## src/rtl/lvd_pkg.sv

```systemverilog
`timescale 1ns/1ps
package lvd_pkg;
  localparam int REG_W    = 8;
  localparam int BIT_FLAG = 0;
  localparam int BIT_EN   = 1;
  localparam int BIT_STAT = 2;

  typedef enum logic [1:0] {
    PM_FULL     = 2'b00,
    PM_REDUCED  = 2'b01,
    PM_SHUTDOWN = 2'b10,
    PM_SPARE    = 2'b11
  } pwr_mode_e;
endpackage

```

## src/rtl/lvd_sync.sv

```systemverilog
`timescale 1ns/1ps
module lvd_sync #(
  parameter int STAGES = 2
) (
  input  logic clk,
  input  logic rst,
  input  logic d,
  output logic q
);
  logic [STAGES-1:0] chain;

  always_ff @(posedge clk) begin
    if (rst) chain[0] <= 1'b0;
    else     chain[0] <= d;
  end

  for (genvar i = 1; i < STAGES; i++) begin : g_stage
    always_ff @(posedge clk) begin
      if (rst) chain[i] <= 1'b0;
      else     chain[i] <= chain[i-1];
    end
  end

  assign q = chain[STAGES-1];
endmodule

```

## src/rtl/lvd_status.sv

```systemverilog
`timescale 1ns/1ps
module lvd_status
  import lvd_pkg::*;
(
  input  logic       clk,
  input  logic       rst,
  input  logic       det_sync,
  input  logic [1:0] pwr_mode,
  output logic       status_q,
  output logic       changed
);
  logic full_perf;
  logic status_n;

  // Only full-performance mode lets the detector through.
  assign full_perf = (pwr_mode == PM_FULL);
  assign status_n  = det_sync & full_perf;
  assign changed   = (status_n != status_q);

  always_ff @(posedge clk) begin
    if (rst) status_q <= 1'b0;
    else     status_q <= status_n;
  end
endmodule

```

## src/rtl/lvd_regs.sv

```systemverilog
`timescale 1ns/1ps
module lvd_regs
  import lvd_pkg::*;
#(
  parameter int DATA_W = REG_W
) (
  input  logic              clk,
  input  logic              rst,
  input  logic              sel,
  input  logic              rd,
  input  logic              wr,
  input  logic [DATA_W-1:0] wdata,
  input  logic              status_q,
  input  logic              changed,
  output logic [DATA_W-1:0] rdata,
  output logic              en_q,
  output logic              flag_q,
  output logic              irq
);
  logic wr_hit;
  logic rd_hit;
  logic flag_n;
  logic en_n;
  logic unused_wbits;

  assign wr_hit = sel & wr;
  assign rd_hit = sel & rd;

  // A status change wins over a clearing write on the same edge.
  always_comb begin
    flag_n = flag_q;
    if (changed)                        flag_n = 1'b1;
    else if (wr_hit && wdata[BIT_FLAG]) flag_n = 1'b0;
  end

  assign en_n = wr_hit ? wdata[BIT_EN] : en_q;

  always_ff @(posedge clk) begin
    if (rst) begin
      flag_q <= 1'b0;
      en_q   <= 1'b0;
      irq    <= 1'b0;
    end else begin
      flag_q <= flag_n;
      en_q   <= en_n;
      irq    <= flag_n & en_n;
    end
  end

  always_comb begin
    rdata = '0;
    if (rd_hit) begin
      rdata[BIT_STAT] = status_q;
      rdata[BIT_EN]   = en_q;
      rdata[BIT_FLAG] = flag_q;
    end
  end

  assign unused_wbits = ^{wdata[DATA_W-1:BIT_STAT]};
endmodule

```

## src/rtl/lvd_irq_reg.sv

```systemverilog
`timescale 1ns/1ps
module lvd_irq_reg
  import lvd_pkg::*;
#(
  parameter int SYNC_STAGES = 2,
  parameter int DATA_W      = REG_W
) (
  input  logic              clk,
  input  logic              rst,
  input  logic              det_raw,
  input  logic [1:0]        pwr_mode,
  input  logic              sel,
  input  logic              rd,
  input  logic              wr,
  input  logic [DATA_W-1:0] wdata,
  output logic [DATA_W-1:0] rdata,
  output logic              irq
);
  logic det_sync;
  logic status_q;
  logic changed;
  logic en_q;
  logic flag_q;

  lvd_sync #(.STAGES(SYNC_STAGES)) u_sync (
    .clk (clk),
    .rst (rst),
    .d   (det_raw),
    .q   (det_sync)
  );

  lvd_status u_status (
    .clk      (clk),
    .rst      (rst),
    .det_sync (det_sync),
    .pwr_mode (pwr_mode),
    .status_q (status_q),
    .changed  (changed)
  );

  lvd_regs #(.DATA_W(DATA_W)) u_regs (
    .clk      (clk),
    .rst      (rst),
    .sel      (sel),
    .rd       (rd),
    .wr       (wr),
    .wdata    (wdata),
    .status_q (status_q),
    .changed  (changed),
    .rdata    (rdata),
    .en_q     (en_q),
    .flag_q   (flag_q),
    .irq      (irq)
  );
endmodule

```

## config.mk

```make
export PLATFORM = sky130hd
export DESIGN_NAME = lvd_irq_reg
export DESIGN_NICKNAME = d
export VERILOG_FILES = /design/src/rtl/lvd_pkg.sv /design/src/rtl/lvd_sync.sv /design/src/rtl/lvd_status.sv /design/src/rtl/lvd_regs.sv /design/src/rtl/lvd_irq_reg.sv
export SDC_FILE = /design/constraint.sdc
export NUM_CORES = 1
export LEC_CHECK = 0
export BUFFER_PORTS_ARGS = -buffer_cell sky130_fd_sc_hd__buf_2
export CAP_MARGIN = 5
export CORE_AREA = 2 2 39 41
export CTS_CLUSTER_DIAMETER = 30
export DETAILED_ROUTE_END_ITERATION = 6
export DIE_AREA = 0 0 41 43
export GPL_TIMING_DRIVEN = 1
export SYNTH_ARGS = -nofsm -noshare
export SYNTH_HDL_FRONTEND = slang
export SYNTH_SLANG_ARGS = --single-unit
```

## constraint.sdc

```tcl
create_clock -name clk -period 0.9 [get_ports clk]
set_input_delay 0.045 -clock clk [delete_from_list [all_inputs] [get_ports clk]]
set_output_delay 0.045 -clock clk [all_outputs]
set_load 0.02 [all_outputs]
```

Word-level counts from Yosys, hierarchy flattened
Index checks and enable logic that the tools add are counted.

Register bits after elaboration: 6. Output and inout port bits: 9. Input bits: 16. Word-level logic and storage cells: 17.

Bitwise operators: 4. Equality and inequality tests: 1. Reduce and logical (&&, ||, !) cells: 2. Multiplexer cells: 4.

Operators by type and width (count): 1-bit bitwise AND (4); 1-bit 2-to-1 mux (3); 3-bit 2-to-1 mux (1); 2-bit logical NOT (1); 1-bit logical AND (1); 1-bit != test (1).

Logic depth before layout (Yosys ltp)
Gate-level depths: netlist of run 1.

Depth after elaboration: 5. Mapped depth: 3. Gate-level depth less buffers: 3.

Modules after synthesis
From an unflattened synthesis of run 1, not the netlist that was laid out.

Cell total of the unflattened synthesis: 28. Area, all modules: 271.5 µm².

Modules (own cells, without submodules): lvd_regs (instances 1, cells an instance 20, seq. area each 60.1 µm², area an instance 171.4 µm²); lvd_sync (instances 1, cells an instance 4, seq. area each 40.0 µm², area an instance 52.6 µm²); lvd_status (instances 1, cells an instance 4, seq. area each 20.0 µm², area an instance 47.5 µm²).

Worst setup path after synthesis of run 1
Ideal clock, no wire load.

Path kind: reg-to-reg. Start: register u_sync.chain[1], in the netlist u_sync.q. End: register u_regs.irq. Buffers on the path: 0. Path slack: 0.043 ns. Stages on the path, launching flop included: 4. Setup time: 0.086 ns. Arrival: 0.771 ns. Data required time: 0.814 ns. Clock period less this slack: 0.857 ns. Cell sequence: dfxtp_1 > nor3b_2 > xnor2_1 > a221oi_2.

Word-level cells in the longest chain between the ends: 4.

RTL lines: start, declared (RTL line lvd_sync.sv:10) `logic [STAGES-1:0] chain;`; start signal, assigned by index (RTL line lvd_sync.sv:20) `else chain[i] <= chain[i-1];`; 1-bit bitwise AND (RTL line lvd_status.sv:17) `assign status_n = det_sync & full_perf;`; 1-bit != test (RTL line lvd_status.sv:18) `assign changed = (status_n != status_q);`; 1-bit 2-to-1 mux (RTL line lvd_regs.sv:32) `if (changed) flag_n = 1'b1;`; 1-bit bitwise AND (RTL line lvd_regs.sv:46) `irq <= flag_n & en_n;`; end signal, assigned (RTL line lvd_regs.sv:46); end, declared (RTL line lvd_regs.sv:18) `output logic irq`.

Every way passes these cells. A chain may end at the register's enable or synchronous reset.

Worst setup path in the final report of run 1
Same ends and word-level chain as after synthesis.

==> key figures, run 1 <==
Routing
  – Routed wire per std cell: 7.92 µm
  – Initial DRT Pass Iterations: 2
  – Via Count: 240
  – Via/cell ratio: 3.87
  – DR DRC count: 0
  – DR iter-0 viols: 3
  – Antenna Nets Post-Route: 0
  – Final WL: 491 µm

Power
  – Total power: 594 µW
  – Max VDD drop: 1050 µV
  – Pwr dens: 1460 nW/µm²
  – Static Leak: 0.000186 µW

Setup path
  – Worst Path Required: 1050 ps
  – Worst R2R Setup Slack: 7 ps
  – R2r startpoint: u_sync.q$_SDFF_PP0_
  – CP max FO: 2
  – Critical path endpoint category: flop
  – R2R depth: 3
  – Crit. Startpoint: u_sync.q$_SDFF_PP0_
  – Crit path to: u_regs.irq$_SDFF_PP0_
  – CP Class: reg2reg
  – Crit start category: flop
  – CP Data Arrival Time: 1050 ps
  – Critical R2R Capture: u_regs.irq$_SDFF_PP0_

Hold path
  – Worst min path class: in2reg
  – Worst Hold Depth: 2

Clock network
  – Clock Latency Late Sink: 240 ps
  – Clock slew at reported path FFs: 40 ps
  – Clock tree buffer depth: 2
  – CTS tree: built
  – H-tree level count: 1
  – TritonCTS Sinks: 6
  – CTS Buf Count: 3
  – Root Buffer: clkbuf_4

GRT
  – Number of global-route vias before repair: 184
  – Largest net degree at the start of global routing: 7
  – First-pass GRT wire length: 634 µm
  – GRT Overall Usage: 5.94%
  – Total global routing overflow: 0
  – Initial antenna violation count: 0

Yosys
  – Ys Warns: 0
  – Yosys top cell area share: 44.7%
  – Post-synthesis sequential area ratio: 44.7%
  – Cell variety after synth: 12
  – #FFs+latches synth: 6
  – Synth Area per Inst: 9.61 µm²
  – Yosys top cell by area: dfxtp_1
  – Synth Instances: 28
  – Synthesized area: 269 µm²
  – Synth area leaders: dfxtp_1 45%, buf_4 14%, and3_1 7.0%

Run status
  – Status: finished clean

Final layout
  – Post-route insts no fill: 62
  – Antenna cells: 0
  – Most frequent cells in the layout: 10 x buf_2, 5 x conb_1, 4 x dfxtp_1
  – Most common cell after layout, fill and taps aside: buf_2
  – Share of cells above drive strength 1: 47.8%
  – P&R area growth vs syn: 51.6%
  – Filler instances: 146
  – Nets: 64
  – Fin util: 29.5%

Timing
  – # setup viols final: 0
  – Clk_skew: 0.319 ps
  – Final hold vios: 0
  – Max Slew Vio Count: 0
  – Worst hold slack: 14.9 ps
  – Fin crit period: 893 ps
  – Unrepaired setup endpoints after global routing: true
  – Max Freq: 1120 MHz
  – Final period utilization: 99.3%
  – Setup tns final: 0 ps

Placement
  – Number of I/O port buffers: 13
  – Global placement routability congestion: 0.568
  – Cells after DPL: 56
  – Final HPWL from detailed placement: 363 µm

Floorplan
  – I/O Pins: 25
  – Die extent in y: 43 µm
  – # rows: 14
  – Core area: 1380 µm²
  – Die width: 41 µm
  – Total Die Area: 1760 µm²
  – Starting Density: 19.4%

Run
  – Max-Cap Viols: 0
## cell type report
type | instances | area, µm² | share of cell area (%)
clock buffer | 3 | 22.5 | 5.52
multi-input combinational | 21 | 131 | 32.2
sequential | 6 | 123 | 30.1
tap | 16 | 20.0 | 4.91
timing repair buffer | 16 | 111 | 27.3
## routing by layer
| metal | share of wire [%] | GRT usage [%] | up-vias | wire (µm) |
|---|---|---|---|---|
| met5 | 0 | 0 | - | 0 |
| met4 | 0 | 4.00 | 0 | 0 |
| met3 | 17 | 6.81 | 0 | 85 |
| met2 | 43 | 8.13 | 19 | 213 |
| met1 | 39 | 4.55 | 99 | 192 |
| li1 | - | - | 122 | - |
## metrics by stage
stage          setup WS (ps)  area, µm²
2_1_floorplan           42.7        284
3_3_place_gp           -2.27        332
3_5_place_dp           -7.08        332
4_1_cts               -0.398        375
5_1_grt                -31.7        408
6_report                6.60        408
## worst max-delay path: stages (launching register included)
cell and delay [ps]:
dfxtp_2 310, nor3b_2 150, xnor2_1 140, a221oi_2 210
## Yosys cell counts
library cell,n
a21oi_1,2
a221oi_2,1
and3_1,3
buf_4,5
conb_1,1
dfxtp_1,6
nand2_1,3
nand3_1,2
nor2b_1,2
nor3b_2,1
nor4b_1,1
xnor2_1,1
## worst min-delay path by stage
stage | start | to | slack (ps)
global route | det_raw | u_sync.chain[0]$_SDFF_PP0_ | 6
global placement | pwr_mode[1] | u_status.status_q$_SDFF_PP0_ | 240
detailed placement | pwr_mode[1] | u_status.status_q$_SDFF_PP0_ | 240
CTS | pwr_mode[1] | u_status.status_q$_SDFF_PP0_ | -20
floorplan | rst | u_regs.irq$_SDFF_PP0_ | 110
finish | det_raw | u_sync.chain[0]$_SDFF_PP0_ | 10
## state kept, by name, summed over array words and instances, names as in the netlist
register	flops
u_sync.q	1
u_status.status_q	1
u_regs.irq	1
u_regs.en_q	1
u_sync.chain	1
u_regs.flag_q	1
## power breakdown
part	switching (µW)	leakage [µW]	total (µW)	internal (µW)
registers	2.56	0.0000499	278	276
logic	44.3	0.000123	75.9	31.6
clock network	90.0	0.0000138	240	150
total	137	0.000186	594	458
## kinds of logic after synthesis
family          Yosys count  synth area share, %
compound gates            3                 9.30
xor+xnor                  1                 3.26
buf+inv                   5                 14.0
flops                     6                 44.7
other cells               1                 1.39
simple gates             12                 27.4
## what timing repair did
item | 4_1_cts | 5_1_grt
pin swaps | 2 | 1
setup endpoints to repair | 2 | 5
gates resized for setup | 5 | 4
buffers inserted | 1 | 0
endpoints found under the hold margin | 1 | 1
Power figures use the tool's default switching activity.
==> inputs of run 2 (changes only) <==
--- a/config.mk
+++ b/config.mk
@@ -8,10 +8,12 @@
 export BUFFER_PORTS_ARGS = -buffer_cell sky130_fd_sc_hd__buf_2
 export CAP_MARGIN = 5
 export CORE_AREA = 2 2 39 41
-export CTS_CLUSTER_DIAMETER = 30
+export CTS_CLUSTER_DIAMETER = 80
 export DETAILED_ROUTE_END_ITERATION = 6
 export DIE_AREA = 0 0 41 43
 export GPL_TIMING_DRIVEN = 1
+export MAX_ROUTING_LAYER = met4
+export REMOVE_ABC_BUFFERS = 1
 export SYNTH_ARGS = -nofsm -noshare
 export SYNTH_HDL_FRONTEND = slang
 export SYNTH_SLANG_ARGS = --single-unit
==> run 2 against run 1 <==
  * Core utilization shrank 0.27 points
  * Worst setup slack lost 3.6 ps
  * Via count shrank 2.9%
  * Clock-buffer cell count is the same
  * Power shrank 0.17%
  * Clock power is essentially flat
  * Sequential power is essentially flat
  * First-iteration DRC count shrank 100%
  * Sequential share of layout area grew 0.90 points
  * Die area is the same
  * Global-route usage grew 0.46 points
  * Critical path type unchanged
==> key figures, run 2 (synthesis results as in run 1) <==
Run status
  – Status: finished clean

Timing
  – Final hold vios: 0
  – Max Slew Vio Count: 0
  – Clk_skew: 1.11 ps
  – Unrepaired setup endpoints after global routing: true
  – Setup tns final: 0 ps
  – Fin crit period: 897 ps
  – Final period utilization: 99.7%
  – # setup viols final: 0
  – Max Freq: 1110 MHz

Setup path
  – CP max FO: 2
  – R2R depth: 3
  – Worst Path Required: 1060 ps
  – R2r startpoint: u_sync.q$_SDFF_PP0_
  – Crit path cell chain: nor3b_4, xnor2_2, a221oi_2
  – Slowest CP cell: dfxtp_2
  – Critical path endpoint category: flop
  – CP Class: reg2reg
  – Worst R2R Setup Slack: 3 ps
  – Worst path bufs/invs: 0
  – Crit start category: flop
  – CP Data Arrival Time: 1050 ps
  – Worst path max stage delay: 320 ps
  – CP delay by family, top: flip-flops
  – Critical R2R Capture: u_regs.irq$_SDFF_PP0_

Clock network
  – Root Buffer: clkbuf_4
  – CTS tree: built
  – CTS Buf Count: 3
  – TritonCTS Sinks: 6
  – Clock slew at reported path FFs: 40 ps
  – H-tree level count: 1
  – Clock Latency Late Sink: 240 ps
  – Clock tree buffer depth: 2

Run
  – Max-Cap Viols: 0

GRT
  – Total global routing overflow: 0
  – First-pass GRT wire length: 634 µm
  – GRT Overall Usage: 6.40%
  – Initial antenna violation count: 0
  – Number of global-route vias before repair: 176
  – Largest net degree at the start of global routing: 7

Hold path
  – Hold-critical path endpoint: u_sync.chain[0]$_SDFF_PP0_
  – HP Start: det_raw
  – Worst Hold Depth: 2
  – Worst min path class: in2reg

Final layout
  – Fin util: 29.2%
  – Post-route insts no fill: 60
  – Nets: 62
  – Final instance area: 404 µm²
  – Most frequent cells in the layout: 10 x buf_2, 5 x conb_1, 4 x dfxtp_2
  – Most common cell after layout, fill and taps aside: buf_2
  – Antenna cells: 0
  – Share of cells above drive strength 1: 56.8%
  – P&R area growth vs syn: 50.2%

Floorplan
  – I/O Pins: 25
  – Die width: 41 µm
  – Starting Density: 19.4%
  – # rows: 14
  – Total Die Area: 1760 µm²
  – Core area: 1380 µm²
  – Die extent in y: 43 µm

Routing
  – Via/cell ratio: 3.88
  – Routed wire per std cell: 7.98 µm
  – Antenna Nets Post-Route: 0
  – DR iter-0 viols: 0
  – Final WL: 479 µm
  – DR DRC count: 0
  – Via Count: 233
  – Initial DRT Pass Iterations: 1

Placement
  – Number of I/O port buffers: 13
  – DP Area: 332 µm²
  – Cells after DPL: 56
  – Global placement routability congestion: 0.571

Power
  – Static Leak: 0.000184 µW
  – Max VDD drop: 866 µV
  – Pwr dens: 1470 nW/µm²
==> run 2: changes by cell type in the layout (fill, tap and decap cells not counted) <==
cell and change:
dlygate4sd3_1 -2, dfxtp_1 -2, nor3b_2 -1, dfxtp_2 +2
nor3b_4 +1, xnor2_1 -1, xnor2_2 +1
==> run 2: worst max-delay path by stage <==
stage | startpoint | endpoint | slack, ps | cells after the start
global route | u_sync.q$_SDFF_PP0_ | u_regs.irq$_SDFF_PP0_ | -30 | 3
floorplan | u_sync.q$_SDFF_PP0_ | u_regs.irq$_SDFF_PP0_ | 40 | 3
global placement | u_sync.q$_SDFF_PP0_ | u_regs.irq$_SDFF_PP0_ | -2 | 3
detailed placement | u_sync.q$_SDFF_PP0_ | u_regs.irq$_SDFF_PP0_ | -20 | 3
CTS | u_sync.q$_SDFF_PP0_ | u_regs.irq$_SDFF_PP0_ | -20 | 3
finish | u_sync.q$_SDFF_PP0_ | u_regs.irq$_SDFF_PP0_ | 3 | 3
==> run 2: power by group <==
group          total [µW]  internal [µW]  switching [µW]
clock network         241            150            90.3
registers             279            276            3.10
logic                73.4           28.0            45.4
==> run 2: worst reg2reg max path: stages, from the launching register on <==
cell and delay (ps):
dfxtp_2 320, nor3b_4 200, xnor2_2 100, a221oi_2 200
==> run 2: area by class of cell <==
class | instances | area [µm²]
fill | 146 | 980
sequential | 6 | 125
timing repair buffer | 14 | 91.3
multi-input combinational | 21 | 145
tap | 16 | 20.0
clock buffer | 3 | 22.5
==> run 2: through the flow <==
step                setup slack [ps]  hold WS, ps  power [µW]
detailed placement             -22.2          240         349
floorplan                       42.7          111         317
finish                          2.99         11.3         593
global route                   -29.8       -0.671         643
global placement               -2.12          243         347
CTS                            -17.4        -24.0         598
==> run 2: what timing repair did <==
action / CTS / global route
setup buffers: 0 / 1
pin swaps: 2 / 1
endpoints found under the hold margin: 1 / 1
setup endpoints to repair: 4 / 5
gates resized for setup: 3 / 10
==> run 2: routing by layer <==
metal | up-vias | GRT usage (%) | part of all wire [%]
met1 | 95 | 5.19 | 41
met4 | 0 | 2.00 | 0
met5 | - | - | 0
met3 | 0 | 9.95 | 19
met2 | 20 | 7.50 | 40
li1 | 118 | - | -
==> inputs of run 3 (changes only) <==
--- a/config.mk
+++ b/config.mk
@@ -13,6 +13,7 @@
 export DIE_AREA = 0 0 41 43
 export GPL_TIMING_DRIVEN = 1
 export MAX_ROUTING_LAYER = met4
+export RECOVER_POWER = 50
 export REMOVE_ABC_BUFFERS = 1
 export SYNTH_ARGS = -nofsm -noshare
 export SYNTH_HDL_FRONTEND = slang
==> run 3 against run 2 <==
  * First-iteration DRC count unchanged
  * Non-clock buffer count unchanged
  * Combinational power shrank 1%
  * Worst hold slack hardly changed
  * Critical path depth unchanged
  * Clock-buffer cell count stayed put
  * Sequential power is essentially flat
  * Core utilization is 0.090 points lower
  * Sequential share of layout area grew 0.096 points
  * Flip-flop and latch count unchanged
  * Critical endpoint unchanged
  * Largest cell class unchanged
==> key figures, run 3 (synthesis results as in run 1) <==
GRT
  – Number of global-route vias before repair: 176
  – First-pass GRT wire length: 634 µm
  – GRT Overall Usage: 6.40%
  – Initial antenna violation count: 0
  – Largest net degree at the start of global routing: 7
  – Total global routing overflow: 0

Routing
  – Routed wire per std cell: 8.02 µm
  – Final WL: 481 µm
  – Initial DRT Pass Iterations: 1
  – DR iter-0 viols: 0
  – Via Count: 233
  – Via/cell ratio: 3.88
  – Antenna Nets Post-Route: 0
  – DR DRC count: 0

Timing
  – Max Freq: 1110 MHz
  – Max Slew Vio Count: 0
  – Final period utilization: 99.7%
  – Worst setup margin: 2.99 ps
  – Unrepaired setup endpoints after global routing: true
  – Worst hold slack: 11.3 ps
  – Clk_skew: 1.11 ps
  – Fin crit period: 897 ps
  – # setup viols final: 0
  – Final hold vios: 0

Hold path
  – Worst min path class: in2reg

Power
  – Psw: 139 µW
  – Comb power frac: 12.3%
  – Seq pwr share: 47.1%
  – Switching Share: 23.4%
  – Total power: 593 µW
  – Clock network power share: 40.6%
  – Max VDD drop: 866 µV
  – Static Leak: 0.000181 µW
  – Pwr dens: 1470 nW/µm²
  – Internal Power: 454 µW

Clock network
  – TritonCTS Sinks: 6
  – CTS tree: built
  – Clock tree buffer depth: 2
  – H-tree level count: 1
  – Clock slew at reported path FFs: 40 ps
  – Clock Latency Late Sink: 240 ps
  – CTS Buf Count: 3
  – Root Buffer: clkbuf_4

Final layout
  – Antenna cells: 0
  – Most frequent cells in the layout: 9 x buf_2, 5 x conb_1, 4 x dfxtp_2
  – Most common cell after layout, fill and taps aside: buf_2
  – Filler instances: 144
  – P&R area growth vs syn: 49.8%
  – Share of cells above drive strength 1: 54.5%
  – Nets: 62
  – Multi-input gate area: 145 µm²
  – FF/Latch Area: 125 µm²

Run
  – Max-Cap Viols: 0

Placement
  – Pre-CTS worst setup slack: -22.2 ps
  – Global placement routability congestion: 0.571
  – Number of I/O port buffers: 13

Run status
  – Status: finished clean

Setup path
  – Critical path endpoint category: flop
  – Crit start category: flop
  – CP Data Arrival Time: 1050 ps
  – CP max FO: 2
  – Worst Path Required: 1060 ps
  – CP Class: reg2reg

Floorplan
  – Core area: 1380 µm²
  – Die extent in y: 43 µm
  – # rows: 14
  – Die width: 41 µm
  – Starting Density: 19.4%
  – I/O Pins: 25
  – Total Die Area: 1760 µm²
==> run 3: cell type report <==
type,count,area share (%)
tap,16,4.97
sequential,6,31.1
timing repair buffer,14,22.4
multi-input combinational,21,36.0
clock buffer,3,5.59
==> run 3: metrics by stage <==
stage	std cells	TNS, ps	utilization (%)	cell area [µm²]
CTS	59	-18.3	26.0	360
detailed placement	56	-22.2	24.0	332
global route	60	-95.1	29.1	403
finish	60	0	29.1	403
floorplan	27	0	-	246
global placement	56	-2.12	24.0	332
==> run 3: final timing paths <==
path | slack (ps) | startpoint | cells after the start | end
hold / removal | 10 | det_raw | 2 | u_sync.chain[0]$_SDFF_PP0_
hold reg to reg | 440 | u_sync.chain[0]$_SDFF_PP0_ | 1 | u_sync.q$_SDFF_PP0_
setup reg to reg | 3 | u_sync.q$_SDFF_PP0_ | 3 | u_regs.irq$_SDFF_PP0_
setup / recovery | 3 | u_sync.q$_SDFF_PP0_ | 3 | u_regs.irq$_SDFF_PP0_
==> run 3: timing repair <==
item,CTS,global route
setup endpoints to repair,4,5
hold endpoints to repair,1,1
pin swaps,2,1
setup buffers,0,1
resized for setup,3,10
==> run 3: power by group through the flow <==
| stage | clock network (µW) | registers (µW) | logic [µW] |
|---|---|---|---|
| global placement | 0 | 282 | 65.0 |
| global route | 282 | 279 | 81.1 |
| CTS | 253 | 278 | 66.4 |
| floorplan | 0 | 282 | 34.5 |
| detailed placement | 0 | 283 | 65.9 |
| finish | 241 | 279 | 72.7 |
==> run 3: routing by layer <==
metal / track usage [%] / vias up / wire (µm)
li1: - / 118 / -
met1: 5.19 / 95 / 197
met2: 7.50 / 20 / 193
met3: 9.95 / 0 / 90
met4: 2.00 / 0 / 0
met5: - / - / 0
==> run 3: critical path, stage by stage (launching register included) <==
cell and delay [ps]:
dfxtp_2 320, nor3b_4 200, xnor2_2 100, a221oi_2 200
